## config.mk

```make
export PLATFORM = sky130hd
export DESIGN_NAME = shared_bus_ctrl
export DESIGN_NICKNAME = d
export VERILOG_FILES = /design/src/rtl/shared_bus_ctrl.sv
export SDC_FILE = /design/constraint.sdc
export NUM_CORES = 1
export LEC_CHECK = 0
export BUFFER_PORTS_ARGS = -buffer_cell sky130_fd_sc_hd__buf_2
export CAP_MARGIN = 15
export CORE_MARGIN = 2
export CORE_UTILIZATION = 30
export CTS_BUF_LIST = sky130_fd_sc_hd__clkbuf_4
export DETAILED_ROUTE_END_ITERATION = 8
export GPL_TIMING_DRIVEN = 0
export PLACE_DENSITY = 0.61
export SETUP_SLACK_MARGIN = 0.1
export SLEW_MARGIN = 20
export SYNTH_ARGS = -nofsm -noshare
export SYNTH_HDL_FRONTEND = slang
export SYNTH_SLANG_ARGS = --single-unit
```

## constraint.sdc

```tcl
create_clock -name clk -period 3.1 [get_ports clk]
set_clock_uncertainty 0.1 [all_clocks]
set_input_delay 0.31 -clock clk [delete_from_list [all_inputs] [get_ports clk]]
set_output_delay 0.31 -clock clk [all_outputs]
set_load 0.005 [all_outputs]
```

## src/rtl/shared_bus_ctrl.sv

```systemverilog
module shared_bus_ctrl #(
  parameter int NM = 3,
  parameter int AW = 32
) (
  input  logic            clk,
  input  logic            rst_n,
  input  logic [NM-1:0]   req,
  input  logic [NM*AW-1:0] addr,
  input  logic [NM-1:0]   wr,
  input  logic [2*NM-1:0] size,
  input  logic [2*NM-1:0] blen,
  output logic [NM-1:0]   gnt,
  output logic [NM-1:0]   addr_ph,
  output logic [NM-1:0]   data_ph,
  output logic            last_beat,
  output logic [NM-1:0]   err,
  output logic [AW-1:0]   bus_addr,
  output logic            bus_wr
);
  localparam int MW = (NM > 1) ? $clog2(NM) : 1;
  localparam int CW = 3;

  logic          a_v, a_wr, a_bad;
  logic [MW-1:0] a_m;
  logic [AW-1:0] a_addr;
  logic [CW-1:0] a_beats;
  logic          d_v, d_wr;
  logic [MW-1:0] d_m;
  logic [CW-1:0] d_cnt;

  logic          d_more, a_adv, a_free, found;
  logic [MW-1:0] sel;
  logic [AW-1:0] s_addr;
  logic [1:0]    s_size, s_blen;
  logic          s_bad;
  logic [CW-1:0] s_beats;

  assign d_more = d_v && (d_cnt != '0);
  assign a_adv  = a_v && !d_more;
  assign a_free = !a_v || a_adv;

  always_comb begin
    gnt   = '0;
    sel   = '0;
    found = 1'b0;
    if (rst_n && a_free)
      for (int i = 0; i < NM; i++)
        if (req[i] && !found) begin
          gnt[i] = 1'b1;
          sel    = MW'(i);
          found  = 1'b1;
        end
  end

  assign s_addr = addr[sel*AW +: AW];
  assign s_size = size[sel*2 +: 2];
  assign s_blen = blen[sel*2 +: 2];

  always_comb begin
    s_beats = '0;
    case (s_size)
      2'd0: s_bad = 1'b0;
      2'd1: s_bad = s_addr[0];
      2'd2: s_bad = |s_addr[1:0];
      default: begin
        case (s_blen)
          2'd0:    begin s_bad = |s_addr[2:0]; s_beats = 3'd1; end
          2'd1:    begin s_bad = |s_addr[3:0]; s_beats = 3'd3; end
          2'd2:    begin s_bad = |s_addr[4:0]; s_beats = 3'd7; end
          default: s_bad = 1'b1;
        endcase
      end
    endcase
  end

  always_ff @(posedge clk) begin
    if (!rst_n) begin
      a_v <= 1'b0; a_wr <= 1'b0; a_bad <= 1'b0; a_m <= '0;
      a_addr <= '0; a_beats <= '0;
    end else begin
      if (a_free) a_v <= found;
      if (found) begin
        a_m     <= sel;
        a_addr  <= s_addr;
        a_wr    <= wr[sel];
        a_bad   <= s_bad;
        a_beats <= s_beats;
      end
    end
  end

  always_ff @(posedge clk) begin
    if (!rst_n) begin
      d_v <= 1'b0; d_wr <= 1'b0; d_m <= '0; d_cnt <= '0;
    end else if (a_adv && !a_bad) begin
      d_v   <= 1'b1;
      d_m   <= a_m;
      d_wr  <= a_wr;
      d_cnt <= a_beats;
    end else if (d_v) begin
      if (d_cnt == '0) d_v <= 1'b0;
      else d_cnt <= d_cnt - 1'b1;
    end
  end

  for (genvar i = 0; i < NM; i++) begin : g_out
    assign addr_ph[i] = a_v && !a_bad && (a_m == MW'(i));
    assign data_ph[i] = d_v && (d_m == MW'(i));
    assign err[i]     = a_adv && a_bad && (a_m == MW'(i));
  end

  assign last_beat = d_v && (d_cnt == '0);
  assign bus_addr  = a_addr;
  assign bus_wr    = d_wr;

  assert_gnt_onehot_R2: assert property (@(posedge clk) disable iff (!rst_n)
    $onehot0(gnt));
  assert_gnt_then_addr_R3: assert property (@(posedge clk) disable iff (!rst_n)
    (|gnt) |=> (|addr_ph || |err || d_more));
  assert_addr_then_data_R4: assert property (@(posedge clk) disable iff (!rst_n)
    (|addr_ph && !(|data_ph && !last_beat)) |=> (|data_ph));
  assert_stall_hold_R6: assert property (@(posedge clk) disable iff (!rst_n)
    (|addr_ph && |data_ph && !last_beat) |=> $stable(addr_ph) && $stable(bus_addr));
  assert_no_gnt_stall_R6: assert property (@(posedge clk) disable iff (!rst_n)
    (|addr_ph && |data_ph && !last_beat) |-> !(|gnt));
  assert_last_in_data_R5: assert property (@(posedge clk) disable iff (!rst_n)
    last_beat |-> (|data_ph));
  assert_phase_onehot_R4: assert property (@(posedge clk) disable iff (!rst_n)
    $onehot0(addr_ph) && $onehot0(data_ph) && $onehot0(err));
  assert_err_no_addr_R10: assert property (@(posedge clk) disable iff (!rst_n)
    (|err) |-> !(|addr_ph));
endmodule

```

== After elaboration in Yosys (flattened, before gate mapping) ==
Index checks and enable logic that the tools add are counted.

* $add $sub $neg: 1
* Multiply operators: 0
* Divide/modulo/power cells: 0
* Order comparisons: 1
* Eq/ne operators: 9
* Shifts and indexed selects: 3
* Multiplexer cells: 24
* Bitwise operators: 0
* Reductions and logical operators: 37

{| class="wikitable"
|+ Operators with widths
! cell !! count
|-
| $shiftx 96x8->32 || 1
|-
| $logic_and 1x1->1 || 18
|-
| $mux 3 || 5
|-
| $mux 1 || 13
|-
| $shiftx 6x4->2 || 2
|-
| $pmux 3 s3 || 1
|-
| $eq 2x1->1 const B || 4
|-
| $eq 2x2->1 const B || 4
|-
| $logic_not 2->1 || 4
|-
| $pmux 1 s3 || 2
|-
| $reduce_or 3->1 || 2
|-
| $logic_not 1->1 || 5
|-
| $reduce_or 5->1 || 1
|-
| $mux 2 || 2
|-
| $reduce_or 4->1 || 1
|-
| $logic_not 3->1 || 1
|-
| $lt 2x3->1 const B || 1
|-
| $reduce_bool 3->1 || 1
|-
| $sub 3x1->3 const B || 1
|-
| $bmux 1 s2 || 1
|-
| $ne 2x2->1 const B || 1
|-
| $reduce_and 2->1 || 1
|-
| $reduce_bool 2->1 || 1
|-
| $reduce_or 2->1 || 1
|-
| $logic_or 1x1->1 || 1
|}

* Register bits: 47
* Latch bits: 0
* RAM bits: 0
* ROM bits: 0
* Input port bits: 116
* Output and inout bits: 46
* Memories: 0

== Logic depth before layout (Yosys ltp) ==
* Word-level depth: 19
* Depth in mapped cells: 14

== Worst setup path before layout ==
No wires, ideal clock.

* Kind: register to register
* From: register d_cnt[0]
* To: register a_bad
* Library setup time: 0.135 ns
* Arrival time: 2.613 ns
* Required time: 2.865 ns
* Slack: 0.253 ns
* Stages on the path, launching flop included: 14
* Path buffers: 2
* Period minus slack after synthesis: 2.847 ns
* Cell sequence: dfxtp_1 inv_1 ha_1 nor2b_1 buf_4 o211ai_4 buf_6 mux2i_1 nor2_1 a21o_1 ha_1 or2_2 a2111oi_2 a32oi_1

* Cells in the longest elaborated chain, start to end: 11
* Elaborated cells on any way between the ends: 23
* Those cells by class: eq/ne (4); shift (3); mux (4); reduce/logical (12)

{| class="wikitable"
|+ Ends and longest elaborated chain
! what !! line !! RTL
|-
| from (decl) || 29 || <nowiki>logic [CW-1:0] d_cnt;</nowiki>
|-
| from (signal assigned) || 99 || <nowiki>d_cnt <= a_beats;</nowiki>
|-
| from (signal assigned) || 102 || <nowiki>else d_cnt <= d_cnt - 1'b1;</nowiki>
|-
| $reduce_bool 3->1 (*) || 38 || <nowiki>assign d_more = d_v && (d_cnt != '0);</nowiki>
|-
| $logic_and 1x1->1 (*) || 38 ||
|-
| $logic_not 1->1 (*) || 39 || <nowiki>assign a_adv = a_v && !d_more;</nowiki>
|-
| $logic_and 1x1->1 (*) || 39 ||
|-
| $logic_or 1x1->1 (*) || 40 || <nowiki>assign a_free = !a_v || a_adv;</nowiki>
|-
| $logic_and 1x1->1 (*) || 46 || <nowiki>if (rst_n && a_free)</nowiki>
|-
| $mux 2 || 46 ||
|-
| $shiftx 96x8->32 / $shiftx 6x4->2 (equally long branches) || 55, 57 ||
|-
| $reduce_or 5->1 (tied with other cells) || 69 || <nowiki>2'd2: begin s_bad = |s_addr[4:0]; s_beats = 3'd7; end</nowiki>
|-
| $pmux 1 s3 || 66 || <nowiki>case (s_blen)</nowiki>
|-
| $pmux 1 s3 || 61 || <nowiki>case (s_size)</nowiki>
|-
| to (signal assigned) || 78 || <nowiki>a_v <= 1'b0; a_wr <= 1'b0; a_bad <= 1'b0; a_m <= '0;</nowiki>
|-
| to (signal assigned) || 86 || <nowiki>a_bad <= s_bad;</nowiki>
|-
| to (decl) || 23 || <nowiki>logic a_v, a_wr, a_bad;</nowiki>
|}

Mark *: on every way between the ends. The rest lies on a longest branch, timed or not.
A chain may end at the register's enable or synchronous reset.

== Worst setup path after layout ==
Ends and elaborated chain as after synthesis.

==> reports/metrics.yaml <==
status: "finished clean"
via_per_inst: 5.17
io_buffers: 159
drt-total-wl_mm: 8.98
ys_ff_latch: 47
p_clk_frac: 0.210
post-place-ws_ns: -0.174
drt_iter0_markers: 176
antenna_found_initial: 0
die_h_microns: 101
r2r-start: "d_cnt[0]$_SDFFE_PN0P_"
seq_area_frac_synth: 0.331
worstMarginPinSlew_ns: 0.588
synth_edf_count: 0
final-setup-viol-count: 0
die_x_microns: 101
clk_latency_ns: 0.35
seq_power_share: 0.480
p_leak_nw: 1.99
end_kind: "flip-flop"
switching_share: 0.307
die-area_sq_um: 10300
cp_slowest_stage_delay_ns: 0.35
drtAntennaViolNets: 0
cp.required_ns: 3.23
coreArea_sq_um: 9200
async_flop_share: 0
grt_use_total: 0.172
syn_avg_cell_area_sq_um: 9.35
drive_above_1_share: 0.500
path_common_cell: "ha_2"
min_path_type: "input pin to flip-flop"
post-route-worst-setup-slack_ns: 0.257
clockBufferDepth: 2
grt_first_pass_wirelength_mm: 14.1
diodes: 0
syn_to_final_growth_pct: 39.8
cp_slowest_cell: "dfxtp_2"
finalHoldViolCount: 0
crit_fanout: 8
cts-htree-levels: 2
io_pins: 162
grt_pass1_vias: 3012
synth_top_area_cell: "dfxtp_1"
routedWlPerCell_microns: 15.2
relSlewSlack: 0.608
cts_root_buffer: "clkbuf_4"
drcViolationCount: 0
p_sw_uw: 429
gp_congestion: 0.839
synth_nets: 427
fin_crit_sh: 0.917
netlist.area_leader.share: 0.331
place_area_sq_um: 3780
rows: 35
tritoncts: "built"
synth_top_cells_by_count: "dfxtp_1, nor2_1, a222oi_1"
whs_ns: 0.105
hp-start: "addr[89]"
clock_sinks: 47
syn_inst: 304
finalSetupTns_ns: 0
max_freq_mhz: 352
dr.pass1.iters: 6
fin_util: 0.432
period_minus_slack_ns: 2.84
rsz0062_at_grt: "false"
grt_overflow: 0
synth_area_sq_um: 2840
crit_buf_inv: 5
yosys_warnings: 0
synthTopCellsByArea: "dfxtp_1, mux2_4, a222oi_1"
cp-startpoint: "d_cnt[0]$_SDFFE_PN0P_"
num_vias: 3056
cp.arrival_ns: 2.98
vdd_ir_drop_max_mv: 0.152
synth_cell_types: 49
start_kind: "flip-flop"
fin_nets: 602
numCtsBuffers: 5
design_area_sq_um: 3970
synth_top_flop_cell: "dfxtp_1"
maxCapViolCount: 0
crit_family: "compound AO/OA/AOI/OAI gates"
criticalPathCategory: "flip-flop to flip-flop"
hpwl_mm: 6.99
initial_core_util: 0.309
intPower_uw: 968
p_comb_frac: 0.310
crit_path_cell_trace: "inv_1 > ha_2 > nor2b_1 > buf_6 > o211ai_4 > buf_8 > buf_4 > mux2i_1 > nor2_1 > a21o_1 > ha_2 > inv_2 > o221ai_2 > a2111oi_4 > a32oi_1"
finalMaxSlewViolations: 0
grt_max_degree: 15
power_density_nw_per_um2: 352
clkTransAtPathRegs_ns: 0.14
-- layout make-up --
class	instances	area, sq um
Fill cell	946	5220
Timing Repair Buffer	168	876
Tap cell	111	139
Sequential cell	47	943
Multi-Input combinational cell	225	1770
Clock inverter	2	12.5
Clock buffer	6	45.0
Inverter	9	33.8
Buffer	23	151
-- per-layer routing --
| layer | track usage | wire length [microns] | vias to the layer above |
|---|---|---|---|
| met1 | 0.210 | 3800 | 1423 |
| met3 | 0.0331 | 546 | 12 |
| li1 | - | - | 1495 |
| met2 | 0.309 | 4500 | 126 |
| met5 | 0 | 0 | - |
| met4 | 0.0426 | 139 | 0 |
-- state kept, by name, indices dropped and copies added (netlist names) --
signal    flops
a_v           1
d_cnt         3
a_beats       3
bus_wr        1
a_m           2
a_wr          1
a_bad         1
bus_addr     32
d_m           2
d_v           1
-- cell families (layout without fill, tap and decap cells) --
family | count (synthesis) | in the layout | share of synthesized area
buf+inv | 32 | 208 | 0.0603
simple gates | 103 | 103 | 0.174
mux | 35 | 35 | 0.170
compound gates | 80 | 80 | 0.234
fa+ha+maj | 7 | 7 | 0.0308
flops | 47 | 47 | 0.331
-- through the flow --
| step | cells | power [mW] |
|---|---|---|
| floorplan | 304 | 0.926 |
| detailed placement | 574 | 1.09 |
| finish | 591 | 1.40 |
| global placement | 574 | 1.09 |
| CTS | 586 | 1.40 |
| global route | 591 | 1.49 |
-- power groups by stage --
stage / clock network [mW] / logic, mW / registers [mW]
3_3_place_gp: 0 / 0.406 / 0.683
3_5_place_dp: 0 / 0.412 / 0.682
6_report: 0.293 / 0.434 / 0.671
5_1_grt: 0.335 / 0.482 / 0.677
2_1_floorplan: 0 / 0.242 / 0.683
4_1_cts: 0.305 / 0.420 / 0.671
-- timing repair --
item,in CTS,in global routing
buffers inserted,4,5
pin swaps,2,5
resized for setup,5,10
setup endpoints to repair,2,2
hold buffers,0,0
-- worst paths after layout --
kind                            depth (start not counted)                   endpoint  slack (ns)
worst min-delay path                                    3  bus_addr[25]$_SDFFE_PN0P_        0.10
worst min register to register                          2   bus_addr[0]$_SDFFE_PN0P_        0.36
worst max register to register                         15         a_bad$_SDFFE_PN0P_        0.26
worst max-delay path                                   15         a_bad$_SDFFE_PN0P_        0.26
-- worst register-to-register path: stages (launching register included) --
cell	delay, ns
dfxtp_2	0.35
inv_1	0.05
ha_2	0.18
nor2b_1	0.13
buf_6	0.14
o211ai_4	0.23
buf_8	0.14
buf_4	0.11
mux2i_1	0.21
nor2_1	0.09
a21o_1	0.19
ha_2	0.18
inv_2	0.05
o221ai_2	0.11
a2111oi_4	0.34
a32oi_1	0.14
-- cells in the final DEF, fill, tap and decap left out, drive strengths merged --
cell type  instances
a222oi            28
a2111oi            1
a211oi             3
or2                2
clkbuf            11
or3                1
a31oi              1
and2               3
nor2              49
and3b              2
mux2              28
and2b              1
a21oi             19
o21ai              4
o211a              1
and3               1
nor2b             10
o31ai              1
mux2i              7
or3b               1
o221ai             1
o21ba              1
nand2b             3
a311oi             1
nor3               4
nand3              3
clkinv             2
o22a               4
o221a              2
a32oi              6
inv                9
dfxtp             47
nand2             17
a221oi             1
o21a               1
a21o               2
nor3b              6
buf              186
ha                 7
o211ai             3
(Power assumes the default switching activity.)
